===== config.mk =====
export PLATFORM = sky130hd
export DESIGN_NAME = gpio_regbank
export DESIGN_NICKNAME = d
export VERILOG_FILES = /design/src/rtl/gpio_regbank_pkg.sv /design/src/rtl/gpio_sync.sv /design/src/rtl/gpio_bit_order.sv /design/src/rtl/gpio_out_latch.sv /design/src/rtl/gpio_regbank.sv
export SDC_FILE = /design/constraint.sdc
export NUM_CORES = 1
export LEC_CHECK = 0
export BUFFER_PORTS_ARGS = -buffer_cell sky130_fd_sc_hd__buf_2
export CORE_UTILIZATION = 47
export CTS_CLUSTER_DIAMETER = 50
export DETAILED_ROUTE_END_ITERATION = 12
export PLACE_DENSITY = 0.86
export SYNTH_ARGS = -nofsm -noshare
export SYNTH_HDL_FRONTEND = slang
export SYNTH_HIERARCHICAL = 1
export SYNTH_SLANG_ARGS = --single-unit

===== constraint.sdc =====
create_clock -name clk -period 1.3 [get_ports clk]
set_input_delay 0 -clock clk [delete_from_list [all_inputs] [get_ports clk]]
set_output_delay 0 -clock clk [all_outputs]
set_load 0.05 [all_outputs]

===== src/rtl/gpio_regbank_pkg.sv =====
package gpio_regbank_pkg;
  localparam int ADDR_W = 2;
  localparam logic [ADDR_W-1:0] OFF_DATA = 2'd0;
  localparam logic [ADDR_W-1:0] OFF_SET  = 2'd1;
  localparam logic [ADDR_W-1:0] OFF_CLR  = 2'd2;

  typedef enum logic [1:0] {
    WK_NONE = 2'd0,
    WK_DATA = 2'd1,
    WK_SET  = 2'd2,
    WK_CLR  = 2'd3
  } wr_kind_t;
endpackage


===== src/rtl/gpio_sync.sv =====
module gpio_sync #(
  parameter int WIDTH = 32,
  parameter int STAGES = 2
) (
  input  logic             clk,
  input  logic             rst,
  input  logic [WIDTH-1:0] d,
  output logic [WIDTH-1:0] q
);
  logic [WIDTH-1:0] stage [STAGES];

  genvar s;
  generate
    for (s = 0; s < STAGES; s++) begin : g_stage
      always_ff @(posedge clk) begin
        if (rst) stage[s] <= '0;
        else if (s == 0) stage[s] <= d;
        else stage[s] <= stage[(s == 0) ? 0 : s-1];
      end
    end
  endgenerate

  assign q = stage[STAGES-1];
endmodule


===== src/rtl/gpio_bit_order.sv =====
module gpio_bit_order #(
  parameter int WIDTH = 32,
  parameter bit REVERSE = 1'b0
) (
  input  logic [WIDTH-1:0] a,
  output logic [WIDTH-1:0] y
);
  genvar i;
  generate
    for (i = 0; i < WIDTH; i++) begin : g_bit
      if (REVERSE) begin : g_rev
        assign y[i] = a[WIDTH-1-i];
      end else begin : g_fwd
        assign y[i] = a[i];
      end
    end
  endgenerate
endmodule


===== src/rtl/gpio_out_latch.sv =====
module gpio_out_latch
  import gpio_regbank_pkg::*;
#(
  parameter int WIDTH = 32
) (
  input  logic             clk,
  input  logic             rst,
  input  wr_kind_t         wr_kind,
  input  logic [WIDTH-1:0] wr_data,
  output logic [WIDTH-1:0] latch_q
);
  always_ff @(posedge clk) begin
    if (rst) begin
      latch_q <= '0;
    end else begin
      case (wr_kind)
        WK_DATA: latch_q <= wr_data;
        WK_SET:  latch_q <= latch_q | wr_data;
        WK_CLR:  latch_q <= latch_q & ~wr_data;
        default: latch_q <= latch_q;
      endcase
    end
  end

  AST_DATA_LOAD: assert property (@(posedge clk) disable iff (rst)
    (wr_kind == WK_DATA) |=> (latch_q == $past(wr_data)));
  AST_SET_KEEPS_ONES: assert property (@(posedge clk) disable iff (rst)
    (wr_kind == WK_SET) |=> ((($past(latch_q) & ~latch_q) == '0) && ((latch_q & $past(wr_data)) == $past(wr_data))));
  AST_CLR_KEEPS_ZEROS: assert property (@(posedge clk) disable iff (rst)
    (wr_kind == WK_CLR) |=> (((latch_q & ~$past(latch_q)) == '0) && ((latch_q & $past(wr_data)) == '0)));
  AST_IDLE_HOLD: assert property (@(posedge clk) disable iff (rst)
    (wr_kind == WK_NONE) |=> $stable(latch_q));
endmodule


===== src/rtl/gpio_regbank.sv =====
module gpio_regbank
  import gpio_regbank_pkg::*;
#(
  parameter int WIDTH = 32,
  parameter bit HAS_SETCLR = 1'b1,
  parameter bit REVERSE = 1'b0
) (
  input  logic              clk,
  input  logic              rst,
  input  logic [ADDR_W-1:0] bus_addr,
  input  logic              bus_we,
  input  logic [WIDTH-1:0]  bus_wdata,
  output logic [WIDTH-1:0]  bus_rdata,
  input  logic [WIDTH-1:0]  gpio_in,
  output logic [WIDTH-1:0]  gpio_out
);
  localparam int SYNC_STAGES = 2;

  initial begin
    AST_WIDTH_LEGAL: assert (WIDTH == 8 || WIDTH == 16 || WIDTH == 32 || WIDTH == 64);
  end

  wr_kind_t         wr_kind;
  logic [WIDTH-1:0] latch_q;
  logic [WIDTH-1:0] in_synced;
  logic [WIDTH-1:0] in_regview;

  always_comb begin
    wr_kind = WK_NONE;
    if (bus_we) begin
      if (bus_addr == OFF_DATA) wr_kind = WK_DATA;
      else if (HAS_SETCLR && bus_addr == OFF_SET) wr_kind = WK_SET;
      else if (HAS_SETCLR && bus_addr == OFF_CLR) wr_kind = WK_CLR;
    end
  end

  gpio_out_latch #(.WIDTH(WIDTH)) u_latch (
    .clk(clk), .rst(rst), .wr_kind(wr_kind), .wr_data(bus_wdata), .latch_q(latch_q)
  );

  gpio_bit_order #(.WIDTH(WIDTH), .REVERSE(REVERSE)) u_out_order (
    .a(latch_q), .y(gpio_out)
  );

  gpio_sync #(.WIDTH(WIDTH), .STAGES(SYNC_STAGES)) u_sync (
    .clk(clk), .rst(rst), .d(gpio_in), .q(in_synced)
  );

  gpio_bit_order #(.WIDTH(WIDTH), .REVERSE(REVERSE)) u_in_order (
    .a(in_synced), .y(in_regview)
  );

  always_ff @(posedge clk) begin
    if (rst) bus_rdata <= '0;
    else if (bus_addr == OFF_DATA) bus_rdata <= in_regview;
    else bus_rdata <= '0;
  end

  AST_RD_OTHER_ZERO: assert property (@(posedge clk) disable iff (rst)
    (bus_addr != OFF_DATA) |=> (bus_rdata == '0));
  AST_NO_SETCLR_HOLD: assert property (@(posedge clk) disable iff (rst)
    (!HAS_SETCLR && bus_we && bus_addr != OFF_DATA) |=> $stable(gpio_out));
endmodule


Word level (Yosys, flattened, before mapping)
Memory sizes are Yosys's and may differ from the RTL's. A register that Yosys moved wholly into a read port is not among the register bits.
Index checks and enable logic that the tools add are counted.
Operators by class
  magnitude comparators: 0
  multiply operators: 0
  shifts and indexed selects: 0
  equality and inequality tests: 5
  reduce and logical (&&, ||, !) cells: 3
  bitwise operators: 6
  mux-type cells: 10
  add/sub/neg operators: 0
  div/mod/pow operators: 0
Operator list (number)
  32-bit one-hot mux with 3 select lines: 1
  32-bit 2-to-1 mux: 2
  32-bit bitwise AND: 1
  32-bit inverter: 1
  32-bit OR: 1
  2-bit 2-to-1 mux: 4
  2-bit equality test, second input constant: 3
  2-bit by 1-bit equality test with 1-bit output, second input constant: 2
  1-bit 2-to-1 mux: 3
  3-bit nonzero test: 1
  2-bit zero test: 1
  1-bit OR: 2
  2-bit OR reduction: 1
  1-bit inverter: 1
Storage, ports and cells
  latch bits: 0
  input port bits: 69
  output and inout bits: 64
  memories kept: 1
  flip-flop bits (word level): 32
  logic and storage cells: 26
  RAM bits: 64
  memory bits (read-only): 0
Memory list
  u_sync.stage: words 2, width 32, rd ports 2, clocked after memory_dff 1, write ports 2, line gpio_sync.sv:10  | logic [WIDTH-1:0] stage [STAGES];

Depth between registers and ports, before layout
Gate-level depths: netlist of the first run.
  depth after elaboration: 7
  mapped depth: 8
  mapped depth without buffers: 6

Cells and area by module
Netlist of the first run, hierarchy kept.
Modules (own cells, without submodules)
  gpio_sync: instances 1, cells an instance 135, seq. area each 1281.2 um^2, area each 1918.1 um^2
  gpio_out_latch: instances 1, cells an instance 174, seq. area each 640.6 um^2, area each 1368.8 um^2
  gpio_regbank: instances 1, cells an instance 76, seq. area each 640.6 um^2, area each 997.2 um^2
  gpio_bit_order: instances 2, cells an instance 32, seq. area each 0.0 um^2, area each 240.2 um^2

Worst setup path after synthesis of the first run
OpenSTA, ideal clock, no wires.
  path kind: input to register
  start: input bus_addr[0]
  end: register u_latch.latch_q[0]
  arrival: 1.222 ns
  path slack: 0.007 ns
  library setup time: 0.070 ns
  buffers on the path: 2
  required time: 1.230 ns
  cell stages on the path: 8
  cell sequence: inv_1 ha_1 buf_2 o21a_1 xor2_2 buf_6 nand2_1 a21oi_1
Between the ends
  longest elaborated chain between the ends: 7
  elaborated cells between the ends (all ways): 12
  classes of those cells: eq/ne: 5; mux: 5; reduce/logical: 2
Ends and longest elaborated chain
  start, declared: line gpio_regbank.sv:10  | input logic [ADDR_W-1:0] bus_addr,
  2-bit equality test: line gpio_regbank.sv:33  | else if (HAS_SETCLR && bus_addr == OFF_CLR) wr_kind = WK_CLR;
  2-bit 2-to-1 mux: line gpio_regbank.sv:33
  2-bit 2-to-1 mux: line gpio_regbank.sv:32  | else if (HAS_SETCLR && bus_addr == OFF_SET) wr_kind = WK_SET;
  2-bit 2-to-1 mux (*): line gpio_regbank.sv:31  | if (bus_addr == OFF_DATA) wr_kind = WK_DATA;
  2-bit 2-to-1 mux (*): line gpio_regbank.sv:30  | if (bus_we) begin
  via wr_kind[0]: line gpio_regbank.sv:23  | wr_kind_t wr_kind;
  2-bit equality test or 2-bit by 1-bit equality test with 1-bit output (tied branches): line gpio_out_latch.sv:16  | case (wr_kind)
  32-bit one-hot mux with 3 select lines or 3-bit nonzero test (tied branches)
  end signal, assigned: line gpio_out_latch.sv:17  | WK_DATA: latch_q <= wr_data;
  end signal, assigned: line gpio_out_latch.sv:18  | WK_SET: latch_q <= latch_q | wr_data;
  end signal, assigned: line gpio_out_latch.sv:19  | WK_CLR: latch_q <= latch_q & ~wr_data;
  end, declared: line gpio_out_latch.sv:10  | output logic [WIDTH-1:0] latch_q
Mark *: on every way through the listed nets, which the timed path passes. The rest lies on a longest branch.
A chain may end at the register's enable or synchronous reset.

Worst setup path after layout of the first run
  start: register u_latch.latch_q[17]
  end: output gpio_out[17]
RTL lines
  end, declared: line gpio_regbank.sv:15  | output logic [WIDTH-1:0] gpio_out
No word-level cell between the ends.

==> results.cfg, run 1 <==
[status]
status = finished clean

[floorplan]
ios = 133
dieArea_mm2 = 0.0105
initial_core_util = 0.485
placementRows = 36
die_h_um = 103
die_w_um = 103
core_mm2 = 0.00982

[cells_and_area]
syn_to_final_growth_pct = 32.1
most-common-layout-cells = buf_2, dfxtp_1, dlygate4sd3_1, nor2b_2, nor2b_1
stdcell_area_mm2 = 0.00629
final_common_cell = buf_2
antenna_cells = 0
nets = 660
drive_gt1_frac = 0.388

[logic_synthesis]
yosysWarnings = 6
syn_area_mm2 = 0.00476
ys_seq_area_frac = 0.538
synth_nets = 520
synthCells = 449
syn_area_per_cell_um2 = 10.6
ys_seq_elements = 128
ys_types = 17

[critical_path]
slowest_stage = dfxtp_1
end_kind = output port
critPathMaxFanout = 2
cp_data_arrival_time_ns = 1.10
worstSetupPathType = flop to output port
critPathMaxStageDelay_ns = 0.34
worstPathCellList = buf_2
critical_path.top_delay_family = flip-flops
critPathBufInv = 1
crit_path_start_kind = flop
cp.required_ns = 1.30

[clock_tree]
h-tree-depth = 4
clock-sinks = 128
insertion_delay_ns = 0.49
clkTransAtPathRegs_ns = 0.06
cts_setup_buffers = 0
root_buffer = clkbuf_8
numCtsBuffers = 17
cts_tree = built
clk_path_buf_depth = 2
post_cts_resized = 0

[global_routing]
track_usage = 0.180
grt_pass1_wl_um = 14600
antenna_found_initial = 0
grt_max_degree = 47
grt_pass1_vias = 3262
grt-ovfl-total = 0

[timing]
fin_crit_sh = 0.845
final.setup.tns_ns = 0
grt_setup_unrepaired = false
finalHoldViolCount = 0
fmax_mhz = 910
whs_ns = 0.246
finalClockSkew_ns = 0.0122
tightestPinTransition_ns = 0.293
relSlewSlack = 0.802
setup_viol = 0
final_max_slew_viol_count = 0
setup_ws_ns = 0.201
period_needed_ns = 1.10

[flow_run]
cap_violations = 0

[min_path]
hold_class = input pin to flop

[drt]
drtAntennaViolNets = 0
drtPass1Iterations = 4
vias = 3345
routed_wl_um = 9710
wl_met3_um = 583
drt-initial-drc-count = 106
routed.top_layer = met4
wire_per_inst_um = 13.2
drc = 0
met1Wirelength_um = 4020
viasPerCell = 4.56
met2_length_um = 4990

[pwr]
power_leakage_nw = 2.93
vdd_drop_max_mv = 0.991
power_density_mw_per_mm2 = 1540

[placement]
gp_congestion = 0.752
place_area_mm2 = 0.00507
io_buffers = 132
dp_hpwl_um = 5740
dp_worst_setup_slack_ns = -0.0933
[logic make-up after synthesis]
logic type,share of synthesized area
and+or+nand+nor,0.243
DFF,0.538
buffers and inverters,0.142
AOI/OAI and AO/OA,0.0688
adders and majority gates,0.00525
xor gates and xnor gates,0.00341
[where the power goes]
group | switching [mW] | total (mW) | leakage [nW] | internal, mW
Clock | 1.67 | 4.25 | 0.256 | 2.58
Sequential | 0.0589 | 4.17 | 1.05 | 4.11
Combinational | 0.729 | 1.24 | 1.62 | 0.510
Total | 2.46 | 9.66 | 2.93 | 7.21
[layer usage]
metal / vias to the layer above / GRT usage
met5: - / 0
met4: 0 / 0.0593
met3: 12 / 0.0576
met2: 121 / 0.343
met1: 1563 / 0.185
li1: 1649 / -
[synthesized netlist by cell type]
cell,number,share of area
buf_6,8,0.019
ha_1,2,0.0053
inv_1,3,0.0024
and2_1,1,0.0013
a21oi_1,32,0.034
o21ai_0,32,0.034
clkbuf_1,9,0.0071
dfxtp_1,128,0.54
nor2b_2,60,0.11
nor2b_1,36,0.047
o21a_1,1,0.0016
buf_2,6,0.0063
xor2_2,1,0.0034
and3b_1,32,0.059
buf_4,64,0.10
nand2_1,32,0.025
buf_8,2,0.0063
[registers in the layout (all words and copies together), names as in the netlist]
name	flops
u_sync/stage	64
bus_rdata	32
u_latch/latch_q	32
[worst paths after layout]
path                        from                  end  slack (ns)  depth (start not counted)
max reg2reg   u_latch/latch_q[0]   u_latch/latch_q[0]        0.62                          2
min                       bus_we  u_latch/latch_q[22]        0.25                          6
max          u_latch/latch_q[17]         gpio_out[17]        0.20                          1
min reg2reg   u_sync/stage[0][1]   u_sync/stage[1][1]        0.43                          1
[worst min-delay path, cell delays in order]
cell,delay (ns)
buf_2,0.09
o21a_1,0.20
xor2_2,0.12
buf_12,0.15
nand2_1,0.06
a21oi_1,0.05
[through the flow]
step                      total power, mW  utilization  cells
final                                9.66        0.641    734
after global routing                 10.1        0.641    734
after CTS                            9.75        0.641    734
after detailed placement             5.32        0.516    635
after global placement               5.27        0.516    635
after floorplan                      5.18            -    449
[layout make-up]
| cell class | instances | area [µm²] |
|---|---|---|
| sequential | 128 | 2560 |
| fill | 757 | 3530 |
| clock inverter | 12 | 114 |
| timing repair buffer | 210 | 1480 |
| clock buffer | 19 | 432 |
| inverter | 3 | 11.3 |
| tap | 133 | 166 |
| multi-input combinational | 229 | 1530 |
[timing repair]
action | 4_1_cts | 5_1_grt
hold endpoints to repair | 68 | 0
hold buffers | 68 | 0
endpoints found under the setup margin | 0 | 0
(Power assumes the default switching activity.)
==> run 2, diff against run 1 <==
Clock period 1.3 ns to 0.91 ns, I/O delays scaled along.
==> run 2 against run 1 <==
The run now ends with setup timing left. Non-clock buffer count up 7. Via count up 7.4%. Sequential share of layout area down 4.2 points. Worst setup slack worse by 0.30 ns. Design area up 15%. Sequential cell count unchanged. Highest routed layer unchanged.
==> results.cfg, run 2 (synthesized netlist as in run 1, its figures left out) <==
[critical_path]
crit_path_start_kind = flop
critPathBufInv = 1
end_kind = output port
critical_path.top_delay_family = flip-flops
worstSetupPathType = flop to output port
cp_data_arrival_time_ns = 1.01
slowest_stage = dfxtp_2
cp.required_ns = 0.91
reg2reg_setup_slack_ns = 0.09
critPathMaxFanout = 2
worstPathCellList = buf_8
critPathMaxStageDelay_ns = 0.37

[pwr]
switching_share = 0.251
clock_power_share = 0.460
total_power_mw = 15.4
power_leakage_nw = 3.19
power_frac_comb = 0.146
p_int_mw = 11.5
seqPwrFrac = 0.394
vdd_drop_max_mv = 1.64
p_sw_mw = 3.86
power_density_mw_per_mm2 = 2130

[cells_and_area]
syn_to_final_growth_pct = 51.8
fillers = 620
final_cell_count_no_fill = 742
max_flop_register = u_sync/stage
antenna_cells = 0
reg_top3 = u_sync/stage (64), bus_rdata (32), u_latch/latch_q (32)
drive_gt1_frac = 0.514
largest_reg_flops = 64
nets = 667
most-common-layout-cells = dlygate4sd3_1, buf_2, dfxtp_2, dfxtp_1, nor2b_2

[clock_tree]
clock-sinks = 128
clkTransAtPathRegs_ns = 0.06
numCtsBuffers = 17
insertion_delay_ns = 0.49
cts_tree = built
root_buffer = clkbuf_8
clk_path_buf_depth = 2
h-tree-depth = 4

[placement]
placed_cells = 636
dp_hpwl_um = 5350
gp_congestion = 0.681
io_buffers = 132
dp_worst_setup_slack_ns = -0.437

[status]
violations = setup timing
status = finished, violations left

[timing]
fmax_mhz = 988
period_needed_ns = 1.01
setup_ws_ns = -0.102
tightestPinTransition_ns = 0.289
fin_crit_sh = 1.11
finalHoldViolCount = 0
final_max_slew_viol_count = 0
finalClockSkew_ns = 0.00581
grt_setup_unrepaired = true
relSlewSlack = 0.807
setup_viol = 67

[drt]
routed_wl_um = 12300
vias = 3593
drtPass1Iterations = 5
drc = 0
drtAntennaViolNets = 0
viasPerCell = 4.84
wire_per_inst_um = 16.5
drt-initial-drc-count = 174

[global_routing]
grt-ovfl-total = 0
grt_max_degree = 46
antenna_found_initial = 0
grt_pass1_wl_um = 16800
grt_pass1_vias = 3567
track_usage = 0.212

[floorplan]
dieArea_mm2 = 0.0105
core_mm2 = 0.00982
ios = 133
die_h_um = 103
die_w_um = 103
initial_core_util = 0.485
placementRows = 36

[flow_run]
cap_violations = 0

[min_path]
hold_class = input pin to flop
## run 2: cell types whose count changed in the layout (fill, tap and decap cells not counted), sizes merged
cell,delta
inv,+4
bufinv,+3
clkinvlp,-4
clkinv,-2
dlygate4sd3,-3
buf,+7
clkbuf,+3
## run 2: metrics by stage
step | instance area (µm²) | hold WS [ns] | TNS [ns] | util
after floorplan | 4810 | 0.0691 | -6.53 | -
after global placement | 5110 | 0.208 | -11.34 | 0.521
after detailed placement | 5110 | 0.211 | -13.26 | 0.521
after CTS | 6980 | 0.170 | -5.41 | 0.710
after global routing | 7230 | 0.192 | -6.93 | 0.737
final | 7230 | 0.191 | -4.21 | 0.737
## run 2: worst min-delay path: cells and delay by family
kind / cells / cell delay, ns
AOI/OAI and AO/OA: 2 / 0.21
xor gates and xnor gates: 1 / 0.12
buffers and inverters: 2 / 0.25
and+or+nand+nor: 1 / 0.06
## run 2: worst paths after layout
| check | cells after the start | startpoint | endpoint |
|---|---|---|---|
| worst max-delay path | 1 | u_latch/latch_q[22] | gpio_out[22] |
| worst min-delay path | 6 | bus_we | u_latch/latch_q[10] |
| worst max register to register | 3 | u_latch/latch_q[24] | u_latch/latch_q[24] |
| worst min register to register | 1 | u_sync/stage[0][23] | u_sync/stage[1][23] |
## run 2: final cells by class
type | instances | area (µm²) | area share
clock inverters | 13 | 201 | 0.0278
multi-input cells | 229 | 1560 | 0.216
clock buffers | 19 | 422 | 0.0583
repair buffers | 217 | 2200 | 0.304
flip-flops and latches | 128 | 2640 | 0.365
inverters | 3 | 36.3 | 0.00502
well taps | 133 | 166 | 0.0230
## run 2: layer usage
metal | share of wire | wire length, µm | global-route usage | up-vias
li1 | - | - | - | 1674
met1 | 0.34 | 4160 | 0.201 | 1689
met2 | 0.55 | 6780 | 0.409 | 192
met3 | 0.076 | 927 | 0.0624 | 38
met4 | 0.033 | 409 | 0.108 | 0
met5 | 0 | 0 | 0 | -
## run 2: timing repair
item / in CTS / in global routing
setup buffers: 1 / 5
gates cloned: 0 / 3
hold endpoints to repair: 90 / 0
hold buffers: 65 / 0
pin swaps: 0 / 1
resized for setup: 219 / 41
setup endpoints to repair: 64 / 70
## run 2: power by group through the flow
stage	Combinational (mW)	Clock [mW]	Sequential [mW]
2_1_floorplan	1.30	0	6.11
3_3_place_gp	1.47	0	6.07
3_5_place_dp	1.52	0	6.08
4_1_cts	1.94	7.17	6.03
5_1_grt	2.35	7.47	6.08
6_report	2.25	7.07	6.07
==> run 3, diff against run 2 <==
Settings changed: CORE_UTILIZATION 47 to 56, PLACE_DENSITY 0.86 to 0.95, RECOVER_POWER set to 25, REMOVE_ABC_BUFFERS set to 1.
Clock period 0.91 ns to 1.2 ns, I/O delays scaled along.
==> run 3 against run 2 <==
The run now ends clean. Worst hold slack improved by 0.038 ns. Design area fell by 13%. Global-route usage rose by 2.2 points. Critical endpoint is now u_sync/stage[0][5].
==> results.cfg, run 3 (synthesized netlist as in run 1, its figures left out) <==
[placement]
io_buffers = 132
dp_hpwl_um = 5590
dp_worst_setup_slack_ns = -0.213
gp_congestion = 0.764

[status]
status = finished clean

[timing]
finalHoldViolCount = 0
fmax_mhz = 860
tightestPinTransition_ns = 0.564
finalClockSkew_ns = 0.00691
relSlewSlack = 0.624
grt_setup_unrepaired = false
setup_viol = 0
period_needed_ns = 1.16
setup_ws_ns = 0.0367
fin_crit_sh = 0.969
final.setup.tns_ns = 0
final_max_slew_viol_count = 0

[critical_path]
cp.required_ns = 1.63
critPathMaxStageDelay_ns = 0.57
worstPathCellList = dlygate4sd3_1, buf_6, buf_4, nor2b_2, dlygate4sd3_1
worstRegToRegCells = 2
critPathMaxFanout = 9
critPathBufInv = 4
end_kind = flop
slowest_stage = dlygate4sd3_1
worstSetupPathType = input pin to flop
path_common_cell = dlygate4sd3_1
critical_path.top_delay_family = buffers and inverters
cp.depth = 5
cp_data_arrival_time_ns = 1.59
crit_path_start_kind = input pin

[floorplan]
core_mm2 = 0.00822
dieArea_mm2 = 0.00888
die_h_um = 94.2
ios = 133
placementRows = 33
initial_core_util = 0.580
die_w_um = 94.2

[pwr]
vdd_drop_max_mv = 0.871
power_leakage_nw = 2.96
total_power_mw = 10.5
power_density_mw_per_mm2 = 1680

[drt]
viasPerCell = 4.77
drt-initial-drc-count = 135
routed_wl_um = 10200
drtPass1Iterations = 4
drc = 0
wire_per_inst_um = 14.3
vias = 3402
drtAntennaViolNets = 0

[global_routing]
grt_pass1_wl_um = 15600
track_usage = 0.234
antenna_found_initial = 0
grt_pass1_vias = 3536
grt_max_degree = 46
grt-ovfl-total = 0

[clock_tree]
h-tree-depth = 4
clkTransAtPathRegs_ns = 0.06
numCtsBuffers = 17
cts_setup_buffers = 0
root_buffer = clkbuf_8
clock-sinks = 128
clk_path_buf_depth = 2
insertion_delay_ns = 0.49
cts_tree = built

[cells_and_area]
reg_top3 = u_sync/stage (64), bus_rdata (32), u_latch/latch_q (32)
antenna_cells = 0
multi_input_area_mm2 = 0.00151
final_common_cell = buf_2
ff_latch_area_mm2 = 0.00256
largest_reg_flops = 64
drive_gt1_frac = 0.380
max_flop_register = u_sync/stage
nets = 666
most-common-layout-cells = buf_2, dfxtp_1, dlygate4sd3_1, nor2b_2, nor2b_1
syn_to_final_growth_pct = 32.0
fillers = 516

[min_path]
hold_class = input pin to flop
hold_depth = 6

[flow_run]
cap_violations = 0
-- run 3: cell types whose count changed in the layout (fill, tap and decap cells not counted), moves of 4 or more --
cell and change:
dfxtp_2 -64, nor2b_1 +5, buf_2 +66, nor2b_2 -5
dfxtp_1 +64, dlygate4sd3_1 +7, buf_4 -9, buf_8 -58
buf_6 -4
-- run 3: routing by layer --
metal  global-route usage  vias to the layer above  part of all wire
li1                     -                     1665                 -
met1                0.224                     1593              0.38
met2                0.450                      120              0.55
met3               0.0696                       24             0.050
met4                0.105                        0             0.023
met5                    0                        -                 0
-- run 3: where the power goes --
part           switching, mW  internal, mW  total [mW]  leakage [nW]
combinational          0.796         0.556        1.35          1.65
clock                   1.89          2.78        4.67         0.265
sequential            0.0701          4.46        4.53          1.05
total                   2.76          7.79        10.5          2.96
-- run 3: area by class of cell --
type / instances / share of cell area
well taps: 105 / 0.0209
clock inverters: 14 / 0.0209
repair buffers: 216 / 0.242
multi-input cells: 229 / 0.241
inverters: 3 / 0.00179
flip-flops and latches: 128 / 0.408
clock buffers: 18 / 0.0665
-- run 3: worst paths after layout --
kind	from	endpoint	slack (ns)
worst max-delay path	rst	u_sync/stage[0][5]	0.04
worst min-delay path	bus_we	u_latch/latch_q[7]	0.23
worst max register to register	u_latch/latch_q[20]	u_latch/latch_q[20]	0.50
worst min register to register	u_sync/stage[0][7]	u_sync/stage[1][7]	0.44
-- run 3: worst min-delay path, cell delays in order --
cell and delay (ns):
buf_2 0.09, o21a_1 0.19, xor2_2 0.12, buf_4 0.15
nand2_1 0.06, a21oi_1 0.05
-- run 3: timing repair --
item | in CTS | in global routing
endpoints found under the setup margin | 0 | 2
hold buffers | 72 | 0
resized for setup | 0 | 2
hold endpoints to repair | 74 | 0
-- run 3: stage by stage --
stage	hold slack, ns	instance area [µm²]	util	instances
after floorplan	0.0658	4100	-	360
after global placement	0.209	5050	0.614	609
after detailed placement	0.210	5050	0.614	609
after CTS	0.194	6320	0.769	713
after global routing	0.212	6290	0.765	713
final	0.228	6290	0.765	713
